`src/rtl/evc_pkg.sv`:
```
package evc_pkg;
  typedef struct packed {
    logic incA;
    logic incB;
    logic chain;
    logic snap;
  } cntStrobe_t;

  localparam int CTRL_ADDR = 0;
  localparam int BIT_POLA  = 0;
  localparam int BIT_POLB  = 1;
  localparam int BIT_CHAIN = 2;
  localparam int BIT_SNAP  = 3;
endpackage

```
`src/rtl/evc_ctrl.sv`:
```
module evc_ctrl
  import evc_pkg::*;
#(
  parameter int ADDR_W      = 3,
  parameter int DATA_W      = 8,
  parameter int SYNC_STAGES = 2,
  parameter int NUM_IN      = 2
) (
  input  logic              clk,
  input  logic              rstN,
  input  logic [NUM_IN-1:0] evtIn,
  input  logic [ADDR_W-1:0] busAddr,
  input  logic              busWr,
  input  logic [DATA_W-1:0] busWrData,
  output cntStrobe_t        strobe,
  output logic [DATA_W-1:0] ctrlRd
);
  localparam int PIPE_W = SYNC_STAGES + 1;

  logic [NUM_IN-1:0] polSel;
  logic [NUM_IN-1:0] edgeHit;
  logic              chainMode;
  logic              snapReq;
  logic              ctrlHit;

  assign ctrlHit = busWr && (busAddr == ADDR_W'(CTRL_ADDR));

  always_ff @(posedge clk or negedge rstN) begin
    if (!rstN) begin
      polSel    <= '0;
      chainMode <= 1'b0;
      snapReq   <= 1'b0;
    end else begin
      snapReq <= 1'b0;
      if (ctrlHit) begin
        polSel    <= {busWrData[BIT_POLB], busWrData[BIT_POLA]};
        chainMode <= busWrData[BIT_CHAIN];
        snapReq   <= busWrData[BIT_SNAP];
      end
    end
  end

  for (genvar i = 0; i < NUM_IN; i++) begin : g_sync
    logic [PIPE_W-1:0] pipe;
    logic              cur;
    logic              prv;
    always_ff @(posedge clk or negedge rstN) begin
      if (!rstN) pipe <= '0;
      else       pipe <= {pipe[PIPE_W-2:0], evtIn[i]};
    end
    assign cur = pipe[SYNC_STAGES-1];
    assign prv = pipe[SYNC_STAGES];
    assign edgeHit[i] = polSel[i] ? (cur & ~prv) : (~cur & prv);
  end

  assign strobe.incA  = edgeHit[0];
  assign strobe.incB  = edgeHit[1];
  assign strobe.chain = chainMode;
  assign strobe.snap  = snapReq;
  assign ctrlRd = {{(DATA_W-4){1'b0}}, snapReq, chainMode, polSel};

  // a control write lands in the mode bits one edge later
  p_ctrl_write_r1: assert property (@(posedge clk) disable iff (!rstN)
    ctrlHit |=> (chainMode == $past(busWrData[BIT_CHAIN])) &&
                (polSel == $past({busWrData[BIT_POLB], busWrData[BIT_POLA]})));

  // the snapshot command never survives a cycle without a fresh write
  p_snap_self_clear_r8: assert property (@(posedge clk) disable iff (!rstN)
    (snapReq && !(ctrlHit && busWrData[BIT_SNAP])) |=> !snapReq);

  // writes elsewhere leave the mode bits alone
  p_ignore_wr_r10: assert property (@(posedge clk) disable iff (!rstN)
    (busWr && !ctrlHit) |=> $stable(polSel) && $stable(chainMode) && !snapReq);
endmodule

```
`src/rtl/evc_datapath.sv`:
```
module evc_datapath
  import evc_pkg::*;
#(
  parameter int CNT_W  = 16,
  parameter int DATA_W = 8,
  parameter int ADDR_W = 3
) (
  input  logic              clk,
  input  logic              rstN,
  input  cntStrobe_t        strobe,
  input  logic [ADDR_W-1:0] busAddr,
  input  logic [DATA_W-1:0] ctrlRd,
  output logic [DATA_W-1:0] busRdData
);
  localparam logic [CNT_W-1:0] CNT_MAX = '1;
  localparam int LANES = (2 * CNT_W) / DATA_W;

  logic [CNT_W-1:0]   countA, countB, holdA, holdB;
  logic [2*CNT_W-1:0] holdAll;
  logic [DATA_W-1:0]  byteLane [LANES];
  logic               carryA, stepB;

  assign carryA = strobe.incA && (countA == CNT_MAX);
  assign stepB  = strobe.chain ? carryA : strobe.incB;

  always_ff @(posedge clk or negedge rstN) begin
    if (!rstN) begin
      countA <= '0;
      countB <= '0;
      holdA  <= '0;
      holdB  <= '0;
    end else begin
      if (strobe.incA) countA <= countA + 1'b1;
      if (stepB)       countB <= countB + 1'b1;
      if (strobe.snap) begin
        holdA <= countA;
        holdB <= countB;
      end
    end
  end

  assign holdAll = {holdB, holdA};
  for (genvar g = 0; g < LANES; g++) begin : g_lane
    assign byteLane[g] = holdAll[g*DATA_W +: DATA_W];
  end

  always_comb begin
    busRdData = '0;
    if (busAddr == ADDR_W'(CTRL_ADDR)) busRdData = ctrlRd;
    for (int k = 0; k < LANES; k++)
      if (busAddr == ADDR_W'(k + 1)) busRdData = byteLane[k];
  end

  // a counted event at the top value returns to zero
  p_wrap_r5: assert property (@(posedge clk) disable iff (!rstN)
    (strobe.incA && countA == CNT_MAX) |=> (countA == '0));

  // in chaining mode the upper half moves only on a carry
  p_chain_hold_r4: assert property (@(posedge clk) disable iff (!rstN)
    (strobe.chain && !(strobe.incA && countA == CNT_MAX)) |=> $stable(countB));

  // in independent mode an input-B edge steps counter B by one
  p_indep_step_r3: assert property (@(posedge clk) disable iff (!rstN)
    (!strobe.chain && strobe.incB) |=> (countB == $past(countB) + 1'b1));

  // the capture takes the values from just before the edge
  p_snap_capture_r7: assert property (@(posedge clk) disable iff (!rstN)
    strobe.snap |=> (holdA == $past(countA)) && (holdB == $past(countB)));

  // the holding registers do not follow the live count
  p_snap_hold_r9: assert property (@(posedge clk) disable iff (!rstN)
    !strobe.snap |=> $stable(holdA) && $stable(holdB));
endmodule

```
`src/rtl/dual_event_counter.sv`:
```
module dual_event_counter
  import evc_pkg::*;
#(
  parameter int CNT_W  = 16,
  parameter int DATA_W = 8,
  parameter int ADDR_W = 3
) (
  input  logic              clk,
  input  logic              rstN,
  input  logic              evtInA,
  input  logic              evtInB,
  input  logic [ADDR_W-1:0] busAddr,
  input  logic              busWr,
  input  logic [DATA_W-1:0] busWrData,
  output logic [DATA_W-1:0] busRdData
);
  cntStrobe_t        strobe;
  logic [DATA_W-1:0] ctrlRd;

  evc_ctrl #(.ADDR_W(ADDR_W), .DATA_W(DATA_W), .SYNC_STAGES(2), .NUM_IN(2)) u_ctrl (
    .clk       (clk),
    .rstN      (rstN),
    .evtIn     ({evtInB, evtInA}),
    .busAddr   (busAddr),
    .busWr     (busWr),
    .busWrData (busWrData),
    .strobe    (strobe),
    .ctrlRd    (ctrlRd)
  );

  evc_datapath #(.CNT_W(CNT_W), .DATA_W(DATA_W), .ADDR_W(ADDR_W)) u_dp (
    .clk       (clk),
    .rstN      (rstN),
    .strobe    (strobe),
    .busAddr   (busAddr),
    .ctrlRd    (ctrlRd),
    .busRdData (busRdData)
  );
endmodule

```
`config.mk`:
```
export PLATFORM = sky130hd
export DESIGN_NAME = dual_event_counter
export DESIGN_NICKNAME = d
export VERILOG_FILES = /design/src/rtl/evc_pkg.sv /design/src/rtl/evc_ctrl.sv /design/src/rtl/evc_datapath.sv /design/src/rtl/dual_event_counter.sv
export SDC_FILE = /design/constraint.sdc
export NUM_CORES = 1
export LEC_CHECK = 0
export BUFFER_PORTS_ARGS = -buffer_cell sky130_fd_sc_hd__buf_2
export CORE_MARGIN = 2
export CORE_UTILIZATION = 42
export CTS_BUF_LIST = sky130_fd_sc_hd__clkbuf_8 sky130_fd_sc_hd__clkbuf_16
export DETAILED_ROUTE_END_ITERATION = 8
export GPL_ROUTABILITY_DRIVEN = 0
export HOLD_SLACK_MARGIN = 0.12
export PLACE_DENSITY = 0.59
export SLEW_MARGIN = 20
export SYNTH_ARGS = -nofsm -noshare
export SYNTH_HDL_FRONTEND = slang
export SYNTH_HIERARCHICAL = 1
export SYNTH_SLANG_ARGS = --single-unit
```
`constraint.sdc`:
```
create_clock -name clk -period 2 [get_ports clk]
set_input_delay 0.3 -clock clk [delete_from_list [all_inputs] [get_ports clk]]
set_output_delay 0.3 -clock clk [all_outputs]
set_load 0.02 [all_outputs]
```
==> results.py <==
metrics = {
    "placed_design": {
        "dpl_worst_slack_ps": 119,
        "place_inst": 386,
        "dpl_cell_area_sq_mm": 0.00365,
        "portBuffers": 19,
        "dp_hpwl_um": 4530,
    },
    "global_routing": {
        "grt_usage": 0.161,
        "globalRouteMet2Util": 0.235,
        "grt_pass1_wl_um": 10700,
        "met1_usage": 0.234,
        "use_met3": 0.0393,
        "grt_pass1_vias": 2043,
        "grt.busiest_layer": "met2",
        "overflow": 0,
        "grt_max_degree": 37,
        "antenna_found_initial": 0,
    },
    "logic_synthesis": {
        "synth_cell_type_count": 43,
        "netlist_area_sq_mm": 0.00338,
        "async_flop_share": 1.00,
        "postSynthCellCount": 267,
        "avgSynthCellArea_sq_um": 12.7,
        "synth_edf_count": 0,
        "synthFlopType": "dfrtp_1",
        "ys_seq_elements": 74,
        "seq_area_frac_synth": 0.547,
        "yosys_warnings": 6,
    },
    "clock_network": {
        "clkLatencyLatePin_ps": 330,
        "clock-sinks": 74,
        "htreeDepth": 3,
        "clk_pin_slew_ps": 70,
        "cts_tree": "yes",
        "cts_buffers": 9,
        "clock-root-buffer": "clkbuf_8",
        "cts_buffer_depth": 2,
        "cts_setup_buffers": 0,
    },
    "critical_path": {
        "worstSetupPathType": "reg -> reg",
        "end_kind": "flop",
        "start_kind": "flop",
        "worstPathArrival_ps": 2140,
        "crit_required_ps": 2250,
        "path_max_fanout": 16,
    },
    "sta": {
        "final-setup-viol-count": 0,
        "slew_viol_final": 0,
        "min_period_ps": 1890,
        "rsz0062_at_grt": "no",
        "hold_viol_final": 0,
        "fmax_mhz": 530,
        "final.setup_skew_ps": 8.02,
        "setup_ws_ps": 112,
        "setup_tns_ps": 0,
        "fin_crit_sh": 0.944,
    },
    "final_layout": {
        "final_cells": 404,
        "area_delta_synth_final_pct": 15.0,
        "n_antenna_cell": 0,
        "nets": 316,
        "drive_above_1_share": 0.331,
        "fin_area_sq_mm": 0.00389,
    },
    "floorplan": {
        "rows": 32,
        "die_w_um": 93.8,
        "die_y_um": 93.8,
        "num_io_pins": 24,
        "core_area_sq_mm": 0.00777,
        "start_util": 0.436,
        "dieArea_sq_mm": 0.00879,
    },
    "detailed_routing": {
        "ant_nets": 0,
        "num_vias": 2071,
        "wl_per_cell_um": 15.6,
        "dr.pass1.iters": 4,
        "drc_errors": 0,
        "postRouteWirelength_um": 6300,
        "drt_iter0_markers": 95,
        "detail_route.vias_per_cell": 5.13,
    },
    "power_and_ir_drop": {
        "ir_worst_vdd_v": 0.000369,
        "p_leak_nw": 1.86,
        "power.density_mw_per_mm2": 916,
    },
    "worst_hold_path": {
        "hp-class": "in -> reg",
    },
    "outcome": {
        "status": "completed",
    },
    "job": {
        "max_cap_viol_count": 0,
    },
}
[cells in the final DEF, fill, tap and decap left out, drive strengths merged, types with 7 or more instances in the layout]
master,netlist,layout
nor2,12,12
buf,13,34
a21oi,7,7
xor2,14,14
mux2,37,37
mux2i,7,7
a22oi,7,7
o22ai,9,9
nand3,10,10
clkbuf,7,10
nand2,13,13
xnor2,16,16
dfrtp,74,74
[report_power, final]
group | switching [mW] | internal (mW) | total (mW)
registers | 0.187 | 1.70 | 1.88
logic | 0.283 | 0.289 | 0.573
clock network | 0.518 | 0.591 | 1.11
[path summary, 6_finish.rpt]
path,from,endpoint,slack [ps],cells after the start
worst min register to register,u_ctrl/g_sync[0].pipe[0],u_ctrl/g_sync[0].pipe[1],350,0
worst max-delay path,u_ctrl/g_sync[0].pipe[1],u_dp/countB[6],110,8
min in group asynchronous,rstN,u_dp/countB[0],470,2
worst min-delay path,busWrData[3],u_ctrl/snapReq,190,2
max in group asynchronous,rstN,u_dp/countB[5],970,3
worst max register to register,u_ctrl/g_sync[0].pipe[1],u_dp/countB[6],110,8
[metrics by stage]
| stage | util | power [mW] | hold WS, ps |
|---|---|---|---|
| after floorplan | - | 2.27 | 4.41 |
| after global placement | 0.470 | 2.46 | 295 |
| after detailed placement | 0.470 | 2.48 | 293 |
| after CTS | 0.498 | 3.59 | 171 |
| after global routing | 0.501 | 3.78 | 172 |
| final | 0.501 | 3.57 | 194 |
[state kept, by name, summed over array words and instances, names as in the netlist]
signal,cells
u_dp/holdA,16
u_ctrl/g_sync.pipe,6
u_ctrl/polSel,2
u_ctrl/snapReq,1
u_dp/countB,16
u_ctrl/chainMode,1
u_dp/holdB,16
u_dp/countA,16
[cell type report]
cell class | instances | area (sq um)
Timing Repair Buffer | 37 | 265
Sequential cell | 74 | 1850
Tap cell | 102 | 128
Multi-Input combinational cell | 174 | 1460
Clock inverter | 5 | 47.5
Fill cell | 703 | 3870
Inverter | 2 | 7.51
Clock buffer | 10 | 138
[metal layers]
| metal | wire, um | vias to the layer above |
|---|---|---|
| met1 | 3070 | 1041 |
| li1 | - | 995 |
| met2 | 2920 | 33 |
| met5 | 0 | - |
| met4 | 30 | 0 |
| met3 | 279 | 2 |
[cells in the mapped netlist, types with 2 or more instances]
cell       n  share of area
nor2_1    11          0.012
nand4_1    4         0.0074
nor3_2     4          0.012
buf_4      8          0.018
o22ai_1    9          0.017
dfrtp_1   74           0.55
mux2i_1    7          0.021
xnor2_1   16          0.041
nand2_1   13          0.014
nor3_1     2         0.0030
and3_1     3         0.0055
ha_1       2         0.0074
nor2b_1    3         0.0055
inv_1      2         0.0022
buf_1      3         0.0033
nand2b_1   3         0.0055
xor2_1    14          0.036
mux2_2    36           0.12
nand3_1   10          0.015
and4bb_1   2         0.0074
a21oi_1    7          0.010
a22oi_1    7          0.016
clkbuf_1   7         0.0078
[cells by family after synthesis]
family          synth area share
flops                      0.547
simple gates               0.127
mux                        0.150
xor+xnor                  0.0776
compound gates            0.0532
buf+inv                   0.0359
fa+ha+maj                0.00739
other cells              0.00111
[what timing repair did]
| item | CTS | global route |
|---|---|---|
| hold buffers | 3 | 0 |
| resized for setup | 0 | 4 |
| setup endpoints to repair | 0 | 2 |
| hold endpoints to repair | 36 | 0 |
[worst max-delay path, cell delays in order (launching register included)]
cell	delay (ps)
dfrtp_1	390
nand2b_1	160
o22ai_2	190
nand3_2	110
nor2_2	180
a41oi_4	140
buf_12	180
nor4b_4	280
xor2_1	170
Power figures use the tool's default switching activity.
